===== src/rtl/stx_pkg.sv =====
package stx_pkg;
  typedef enum logic [1:0] {
    SLOT_16 = 2'b00,
    SLOT_24 = 2'b01,
    SLOT_32 = 2'b10
  } slot_e;

  typedef struct packed {
    slot_e slot;
    logic  inv;
    logic  lsb;
  } cfg_t;

  function automatic slot_e norm_slot(input logic [1:0] raw);
    case (raw)
      2'b01:   return SLOT_24;
      2'b10:   return SLOT_32;
      default: return SLOT_16;
    endcase
  endfunction
endpackage


===== src/rtl/stx_bit_timer.sv =====
module stx_bit_timer
  import stx_pkg::*;
#(
  parameter int SAMPLE_W    = 16,
  parameter int MCLK_PER_FS = 384,
  parameter int DIV_W       = 4,
  parameter int BIT_W       = 6
) (
  input  logic             clk,
  input  logic             rst_n,
  input  slot_e            slot,
  output logic [BIT_W-1:0] bit_cnt,
  output logic             frame_end,
  output logic             bclk
);
  localparam int BITS16 = 2 * SAMPLE_W;
  localparam int BITS24 = 3 * SAMPLE_W;
  localparam int BITS32 = 4 * SAMPLE_W;
  localparam logic [DIV_W-1:0] DLAST16 = DIV_W'(MCLK_PER_FS / BITS16 - 1);
  localparam logic [DIV_W-1:0] DLAST24 = DIV_W'(MCLK_PER_FS / BITS24 - 1);
  localparam logic [DIV_W-1:0] DLAST32 = DIV_W'(MCLK_PER_FS / BITS32 - 1);
  localparam logic [DIV_W-1:0] HALF16  = DIV_W'(MCLK_PER_FS / BITS16 / 2);
  localparam logic [DIV_W-1:0] HALF24  = DIV_W'(MCLK_PER_FS / BITS24 / 2);
  localparam logic [DIV_W-1:0] HALF32  = DIV_W'(MCLK_PER_FS / BITS32 / 2);
  localparam logic [BIT_W-1:0] BLAST16 = BIT_W'(BITS16 - 1);
  localparam logic [BIT_W-1:0] BLAST24 = BIT_W'(BITS24 - 1);
  localparam logic [BIT_W-1:0] BLAST32 = BIT_W'(BITS32 - 1);

  logic [DIV_W-1:0] div_q, div_d, div_last, div_half;
  logic [BIT_W-1:0] bit_q, bit_d, bit_last;
  logic             period_end;

  always_comb begin
    case (slot)
      SLOT_24: begin div_last = DLAST24; div_half = HALF24; bit_last = BLAST24; end
      SLOT_32: begin div_last = DLAST32; div_half = HALF32; bit_last = BLAST32; end
      default: begin div_last = DLAST16; div_half = HALF16; bit_last = BLAST16; end
    endcase
  end

  assign period_end = (div_q == div_last);
  assign frame_end  = period_end && (bit_q == bit_last);

  always_comb begin
    div_d = div_q + 1'b1;
    bit_d = bit_q;
    if (period_end) begin
      div_d = '0;
      bit_d = frame_end ? '0 : bit_q + 1'b1;
    end
  end

  always_ff @(posedge clk or negedge rst_n) begin
    if (!rst_n) begin
      div_q <= '0;
      bit_q <= '0;
    end else begin
      div_q <= div_d;
      bit_q <= bit_d;
    end
  end

  assign bit_cnt = bit_q;
  assign bclk    = (div_q >= div_half);
endmodule


===== src/rtl/stx_frame_loader.sv =====
module stx_frame_loader
  import stx_pkg::*;
#(
  parameter int SAMPLE_W = 16
) (
  input  logic                clk,
  input  logic                rst_n,
  input  logic                frame_end,
  input  cfg_t                cfg_in,
  input  logic                pair_valid,
  input  logic [SAMPLE_W-1:0] left_in,
  input  logic [SAMPLE_W-1:0] right_in,
  output cfg_t                cfg_q,
  output logic [SAMPLE_W-1:0] left_q,
  output logic [SAMPLE_W-1:0] right_q,
  output logic                tail_q,
  output logic                underrun
);
  cfg_t                cfg_d;
  logic [SAMPLE_W-1:0] left_d, right_d;
  logic                tail_d, under_d, last_right_bit;

  // final right bit of the running frame, in transmit order
  assign last_right_bit = cfg_q.lsb ? right_q[SAMPLE_W-1] : right_q[0];

  always_comb begin
    cfg_d   = cfg_q;
    left_d  = left_q;
    right_d = right_q;
    tail_d  = tail_q;
    under_d = underrun;
    if (frame_end) begin
      cfg_d  = cfg_in;
      tail_d = (cfg_q.slot == SLOT_16) ? last_right_bit : 1'b0;
      if (pair_valid) begin
        left_d  = left_in;
        right_d = right_in;
      end else begin
        left_d  = '0;
        right_d = '0;
        under_d = 1'b1;
      end
    end
  end

  always_ff @(posedge clk or negedge rst_n) begin
    if (!rst_n) begin
      cfg_q    <= '{slot: SLOT_16, inv: 1'b0, lsb: 1'b0};
      left_q   <= '0;
      right_q  <= '0;
      tail_q   <= 1'b0;
      underrun <= 1'b0;
    end else begin
      cfg_q    <= cfg_d;
      left_q   <= left_d;
      right_q  <= right_d;
      tail_q   <= tail_d;
      underrun <= under_d;
    end
  end
endmodule


===== src/rtl/stx_bit_select.sv =====
module stx_bit_select
  import stx_pkg::*;
#(
  parameter int SAMPLE_W = 16,
  parameter int BIT_W    = 6
) (
  input  cfg_t                cfg,
  input  logic [BIT_W-1:0]    bit_cnt,
  input  logic [SAMPLE_W-1:0] left_w,
  input  logic [SAMPLE_W-1:0] right_w,
  input  logic                tail,
  output logic                sdata,
  output logic                wclk
);
  localparam int IDX_W = $clog2(SAMPLE_W);
  localparam logic [BIT_W-1:0] W_B     = BIT_W'(SAMPLE_W);
  localparam logic [BIT_W-1:0] LEN16   = BIT_W'(SAMPLE_W);
  localparam logic [BIT_W-1:0] LEN24   = BIT_W'(3 * SAMPLE_W / 2);
  localparam logic [BIT_W-1:0] LEN32   = BIT_W'(2 * SAMPLE_W);
  localparam logic [IDX_W-1:0] TOP_IDX = IDX_W'(SAMPLE_W - 1);

  logic [BIT_W-1:0] slot_len, pos;
  logic [IDX_W-1:0] idx;

  always_comb begin
    case (cfg.slot)
      SLOT_24: slot_len = LEN24;
      SLOT_32: slot_len = LEN32;
      default: slot_len = LEN16;
    endcase
  end

  assign wclk = (bit_cnt >= slot_len) ^ cfg.inv;

  always_comb begin
    sdata = 1'b0;
    pos   = '0;
    idx   = '0;
    if (bit_cnt == '0) begin
      sdata = tail;
    end else if (bit_cnt <= W_B) begin
      pos   = bit_cnt - 1'b1;
      idx   = cfg.lsb ? pos[IDX_W-1:0] : TOP_IDX - pos[IDX_W-1:0];
      sdata = left_w[idx];
    end else if ((bit_cnt > slot_len) && (bit_cnt <= slot_len + W_B)) begin
      pos   = bit_cnt - slot_len - 1'b1;
      idx   = cfg.lsb ? pos[IDX_W-1:0] : TOP_IDX - pos[IDX_W-1:0];
      sdata = right_w[idx];
    end
  end
endmodule


===== src/rtl/stereo_serial_tx.sv =====
module stereo_serial_tx
  import stx_pkg::*;
#(
  parameter int SAMPLE_W    = 16,
  parameter int MCLK_PER_FS = 384
) (
  input  logic                clk,
  input  logic                rst_n,
  input  logic [1:0]          slot_mode,
  input  logic                wclk_inv_i,
  input  logic                lsb_first_i,
  input  logic                s_valid_i,
  output logic                s_ready_o,
  input  logic [SAMPLE_W-1:0] s_left_i,
  input  logic [SAMPLE_W-1:0] s_right_i,
  output logic                bclk_o,
  output logic                wclk_o,
  output logic                sdata_o,
  output logic                underrun_o
);
  localparam int DIV_W = $clog2(MCLK_PER_FS / (2 * SAMPLE_W));
  localparam int BIT_W = $clog2(4 * SAMPLE_W);

  cfg_t                cfg_in, cfg_q;
  logic [BIT_W-1:0]    bit_cnt;
  logic                frame_end, tail_q;
  logic [SAMPLE_W-1:0] left_q, right_q;

  assign cfg_in = '{slot: norm_slot(slot_mode), inv: wclk_inv_i, lsb: lsb_first_i};

  stx_bit_timer #(
    .SAMPLE_W(SAMPLE_W), .MCLK_PER_FS(MCLK_PER_FS), .DIV_W(DIV_W), .BIT_W(BIT_W)
  ) timer_i (
    .clk(clk), .rst_n(rst_n), .slot(cfg_q.slot),
    .bit_cnt(bit_cnt), .frame_end(frame_end), .bclk(bclk_o)
  );

  stx_frame_loader #(.SAMPLE_W(SAMPLE_W)) loader_i (
    .clk(clk), .rst_n(rst_n), .frame_end(frame_end), .cfg_in(cfg_in),
    .pair_valid(s_valid_i), .left_in(s_left_i), .right_in(s_right_i),
    .cfg_q(cfg_q), .left_q(left_q), .right_q(right_q), .tail_q(tail_q),
    .underrun(underrun_o)
  );

  stx_bit_select #(.SAMPLE_W(SAMPLE_W), .BIT_W(BIT_W)) select_i (
    .cfg(cfg_q), .bit_cnt(bit_cnt), .left_w(left_q), .right_w(right_q),
    .tail(tail_q), .sdata(sdata_o), .wclk(wclk_o)
  );

  assign s_ready_o = frame_end;
endmodule


===== config.mk =====
export PLATFORM = sky130hd
export DESIGN_NAME = stereo_serial_tx
export DESIGN_NICKNAME = d
export VERILOG_FILES = /design/src/rtl/stx_pkg.sv /design/src/rtl/stx_bit_timer.sv /design/src/rtl/stx_frame_loader.sv /design/src/rtl/stx_bit_select.sv /design/src/rtl/stereo_serial_tx.sv
export SDC_FILE = /design/constraint.sdc
export NUM_CORES = 1
export LEC_CHECK = 0
export CAP_MARGIN = 20
export CORE_ASPECT_RATIO = 1.25
export CORE_MARGIN = 2
export CORE_UTILIZATION = 30
export CTS_CLUSTER_DIAMETER = 100
export DETAILED_ROUTE_END_ITERATION = 7
export PLACE_DENSITY_LB_ADDON = 0.3
export SETUP_SLACK_MARGIN = 0.02
export SLEW_MARGIN = 20
export SYNTH_ARGS = -nofsm -noshare
export SYNTH_HDL_FRONTEND = slang
export SYNTH_SLANG_ARGS = --single-unit

===== constraint.sdc =====
create_clock -name clk -period 2.8 [get_ports clk]
set_input_delay 0.56 -clock clk [delete_from_list [all_inputs] [get_ports clk]]
set_output_delay 0.56 -clock clk [all_outputs]
set_load 0.02 [all_outputs]

== After elaboration in Yosys (flattened, before gate mapping) ==
Index checks and enable logic that the tools add are counted.
Word-level totals
  bits in registers: 48
  logic and storage cells: 57
  output and inout port bits: 5
  input port bits: 39
Cells by class
  reductions and logical operators: 5
  bitwise gates (word level): 2
  add/subtract/negate cells: 8
  muxes and demuxes: 20
  equality and inequality tests: 6
  order comparisons: 7
Operator list (number)
  $mux 16: 2
  $pmux 6 s2: 2
  $mux 4: 3
  $lt 4x5->1 const B: 2
  $bmux 1 s4: 2
  $pmux 4 s2: 1
  $sub 4x1->4 const B: 2
  $sub 4x4->4 const A: 2
  $mux 1: 7
  $add 6x1->6 const B: 1
  $add 6x5->6 const B: 1
  $eq 6x6->1: 1
  $ge 6x6->1: 1
  $gt 6x6->1: 1
  $le 6x5->1 const B: 1
  $le 6x6->1: 1
  $logic_not 6->1: 1
  $mux 6: 1
  $pmux 3 s2: 1
  $add 4x1->4 const B: 1
  $eq 2x1->1 const B: 2
  $eq 2x2->1 const B: 2
  $eq 4x4->1: 1
  $ge 4x3->1: 1
  7 further kinds: 8

== Logic depth before layout (Yosys ltp) ==
  depth after elaboration: 11
  mapped depth: 11
  mapped depth without buffers: 9

== Modules after synthesis ==
From an unflattened synthesis, not the netlist that was laid out.
Unflattened totals
  cell total of the unflattened synthesis: 288
  area, all modules: 3064.2 µm²
By module, submodules not included
  stx_frame_loader: sequential area each 950.9 µm², cells an instance 156, area an instance 1549.0 µm², instances 1
  stx_bit_select: sequential area each 0.0 µm², cells an instance 70, area an instance 833.3 µm², instances 1
  stx_bit_timer: sequential area each 250.2 µm², cells an instance 60, area an instance 666.9 µm², instances 1
  stereo_serial_tx: sequential area each 0.0 µm², cells an instance 2, area an instance 15.0 µm², instances 1

== Worst setup path after synthesis ==
OpenSTA, ideal clock, no wires.
  kind: reg-to-output
  start point: reg timer_i.bit_q[0] (netlist: timer_i.bit_cnt[0])
  end point: out sdata_o
  data arrival time: 2.390 ns
  stages on the path, launching flop included: 12
  slack: -0.150 ns
  cell sequence: dfrtp_1 -> buf_2 -> inv_2 -> ha_1 -> clkbuf_1 -> or2_2 -> clkbuf_1 -> o221ai_1 -> a21oi_1 -> a211oi_1 -> a211oi_1 -> nand3b_1
On the way
  longest elaborated chain between the ends: 9
  elaborated cells on any way between the ends: 19
RTL lines
  from (decl): line stx_bit_timer.sv:30  | logic [BIT_W-1:0] bit_q, bit_d, bit_last;
  from (signal assigned): line stx_bit_timer.sv:59  | bit_q <= bit_d;
  $sub 4x4->4: line stx_bit_select.sv:46  | pos = bit_cnt - slot_len - 1'b1;
  $sub 4x1->4: line stx_bit_select.sv:46
  $sub 4x4->4: line stx_bit_select.sv:47  | idx = cfg.lsb ? pos[IDX_W-1:0] : TOP_IDX - pos[IDX_W-1:0];
  $mux 4: line stx_bit_select.sv:47
  $bmux 1 s4: line stx_bit_select.sv:48  | sdata = right_w[idx];
  $mux 1 (implied by the code): line stx_bit_select.sv:48
  $mux 1: line stx_bit_select.sv:45  | end else if ((bit_cnt > slot_len) && (bit_cnt <= slot_len + W_B)) begin
  $mux 1: line stx_bit_select.sv:41  | end else if (bit_cnt <= W_B) begin
  $mux 1 (*): line stx_bit_select.sv:39  | if (bit_cnt == '0) begin
  to (decl): line stereo_serial_tx.sv:18  | output logic sdata_o,
Every way passes the cells marked *; elsewhere a longest branch is shown, timed or not. The select of a mux whose other input is x is not followed.

== Final worst setup path ==
Same ends and word-level chain as after synthesis.

==> flow_summary.toml <==
[status]
status = "finished, violations left"
violations = "negative setup slack"

[floorplan]
die_area_um2 = 10300
die_h_um = 113
row_count = 39
start_util_pct = 31.0
core-area_um2 = 9220
fp.dieW_um = 91.3
ios = 44

[run]
maxCapViolations = 0

[power_and_ir_drop]
power-per-cell-area_nw_per_um2 = 351
seqPwrFrac_pct = 50.6
p_total_mw = 1.37
p_sw_share_pct = 21.5
combPwrFrac_pct = 5.8
p_int_mw = 1.08
p_clk_share_pct = 43.6
p_sw_uw = 295
p_leak_nw = 1.67
ir_drop_mv = 0.198

[grt]
antenna_found_initial = 0
globalRouteMet1Util_pct = 16.3
grt_pass1_wl_um = 11000
grtUsageTotal_pct = 12.9
grt_pass1_vias = 2414
overflow = 0
grt_most_used_layer = "met2"
grt_max_degree = 49
use_met3_pct = 2.00
grt.met2_usage_pct = 23.1

[route]
vias_per_cell = 4.71
wl_per_cell_um = 13.0
drc = 0
first_pass_iters = 4
drt-total-wl_um = 6520
postRouteAntennaNets = 0
vias = 2367
drt_iter0_markers = 107

[cts]
clock_path_buffers = 2
cts-buffers-inserted = 5
cts_root_buffer = "clkbuf_16"
ctsHoldBuffers = 0
htreeDepth = 2
clkTransAtPathRegs_ns = 0.07
clk_latency_ns = 0.29
clock-sinks = 48
cts_tree = "done"

[sta]
tightest_slew_ns = 0.625
finalSetupTns_ns = -0.126
slew_headroom_pct = 58.3
slew_violations = 0
rsz0062_at_grt = "true"
post-route-period-util_pct = 104
hold_viol_final = 0
fin_skew_ns = 0.00698
timing.final.ws_setup_ns = -0.110
worst_hold_slack_ns = 0.369
max_freq_mhz = 344
period_minus_slack_ns = 2.91
setup_violations = 2

[finish]
antennaDiodeCount = 0
design_area_um2 = 3910
fin_util_pct = 42.4
fillers = 904
fin_cells = 503
syn_to_final_growth_pct = 36.7
mostFrequentLayoutCells = "nand2_1 (75), dfrtp_1 (46), clkdlybuf4s50_1 (38)"
nets = 432
drive_above_1_share_pct = 22.1
layout_commonest_cell = "nand2_1"

[synth]
async_reset_ff_share_pct = 100
synth_top_family_by_area = "simple AND/OR/NAND/NOR gates"
syn_inst = 305
seq_area_frac_synth_pct = 42.0
synth_xor_xnor_area_share_pct = 5.99
synth-edff-count = 0
synth_cell_types = 41
synth_seq_cells = 48
synthSimpleGateAreaFrac_pct = 24.1
syn_area_um2 = 2860
synth_compound_area_share_pct = 8.88
synth.yosys.warnings = 0
synthAdderAreaFrac_pct = 6.12
muxShareOfSynthArea_pct = 6.91
avgSynthCellArea_um2 = 9.38
synth_ff_type = "dfrtp_1"
synth_fp_nets = 358

[worst_setup_path]
crit_type = "flop to output port"
arrival_ns = 2.35
start_kind = "flop"
end_kind = "output port"
path_cells = "buf_6 > xor2_1 > buf_4 > mux4_2 > mux2i_1 > mux2i_1 > nand4_1 > nand3b_1 > buf_6"
cp_data_required_time_ns = 2.24
path_max_fanout = 4
cpMaxStageDelayCell = "mux4_2"
crit_family = "multiplexers"
path_buf_inv = 3
slowest_delay_ns = 0.51

[hold_path]
hp-class = "input port to asynchronous set/reset pin"

[placement]
port_buffers = 43
dpl.cell_count = 490
placed_cell_area_um2 = 3620
hpwl_um = 4720
dpl_worst_slack_ns = -0.301
place.gp.congestion = 0.769
synthesized netlist by cell type (all sizes together) (3+ instances only):
cell	count	share of area [%]
dfrtp	48	42
buf	15	4.2
nor2b	6	1.3
xnor2	11	3.4
o221ai	9	2.8
nand2b	4	0.87
clkbuf	3	0.39
mux4	6	4.7
nand3b	4	1.0
nand3	38	6.8
a21oi	5	0.87
inv	10	1.3
nand2	76	10
xor2	6	1.8
a211oi	4	1.5
o21ai	7	1.2
nor2	12	1.6
ha	14	6.1
mux2i	4	1.4
o22ai	3	0.66
cell type report:
| type | count | area, um2 | share of cell area (%) |
|---|---|---|---|
| Tap cell | 123 | 154 | 3.93 |
| Multi-Input combinational cell | 228 | 1590 | 40.7 |
| Inverter | 11 | 50.0 | 1.28 |
| Clock buffer | 5 | 125 | 3.20 |
| Clock inverter | 3 | 21.3 | 0.544 |
| Sequential cell | 48 | 1200 | 30.8 |
| Timing Repair Buffer | 85 | 767 | 19.6 |
worst paths after layout:
| check | slack [ns] | cells after the start | endpoint | startpoint |
|---|---|---|---|---|
| max reg2reg | 0.26 | 11 | loader_i.cfg_q[3]$_DFFE_PN0P_ | loader_i.cfg_q[2]$_DFFE_PN0P_ |
| min | 0.37 | 2 | timer_i.bit_cnt[4]$_DFFE_PN0N_ | rst_n |
| max in group asynchronous | 1.98 | 2 | loader_i.cfg_q[0]$_DFFE_PN0P_ | rst_n |
| min in group clk | 0.47 | 2 | loader_i.right_q[8]$_DFFE_PN0P_ | loader_i.right_q[8]$_DFFE_PN0P_ |
| max | -0.11 | 9 | sdata_o | timer_i.bit_cnt[0]$_DFFE_PN0N_ |
| min reg2reg | 0.47 | 2 | loader_i.right_q[8]$_DFFE_PN0P_ | loader_i.right_q[8]$_DFFE_PN0P_ |
routing by layer:
layer	wire length, um	part of all wire, %
met4	62	0.95
met2	3410	52
met5	0	0
met1	2890	44
met3	160	2.5
sequential cells by signal, indices dropped and copies added (netlist names):
name / count
timer_i.bit_cnt: 6
loader_i.tail_q: 1
loader_i.right_q: 16
timer_i.div_q: 4
loader_i.underrun: 1
loader_i.left_q: 16
loader_i.cfg_q: 4
power by group through the flow:
stage	sequential, mW	combinational, mW	clock, mW
2_1_floorplan	0.709	0.00860	0
3_3_place_gp	0.707	0.0798	0
3_5_place_dp	0.707	0.0811	0
4_1_cts	0.694	0.0812	0.618
5_1_grt	0.694	0.0868	0.647
6_report	0.694	0.0789	0.598
cell families after synthesis:
family,count (synthesis)
flops,48
simple gates,149
fa+ha+maj,14
xor+xnor,18
compound gates,35
buf+inv,29
mux,12
timing repair:
action / CTS / global route
endpoints found under the setup margin: 4 / 4
buffers inserted: 2 / 3
pin swaps: 6 / 9
gates resized for setup: 28 / 19
(Power assumes the default switching activity.)
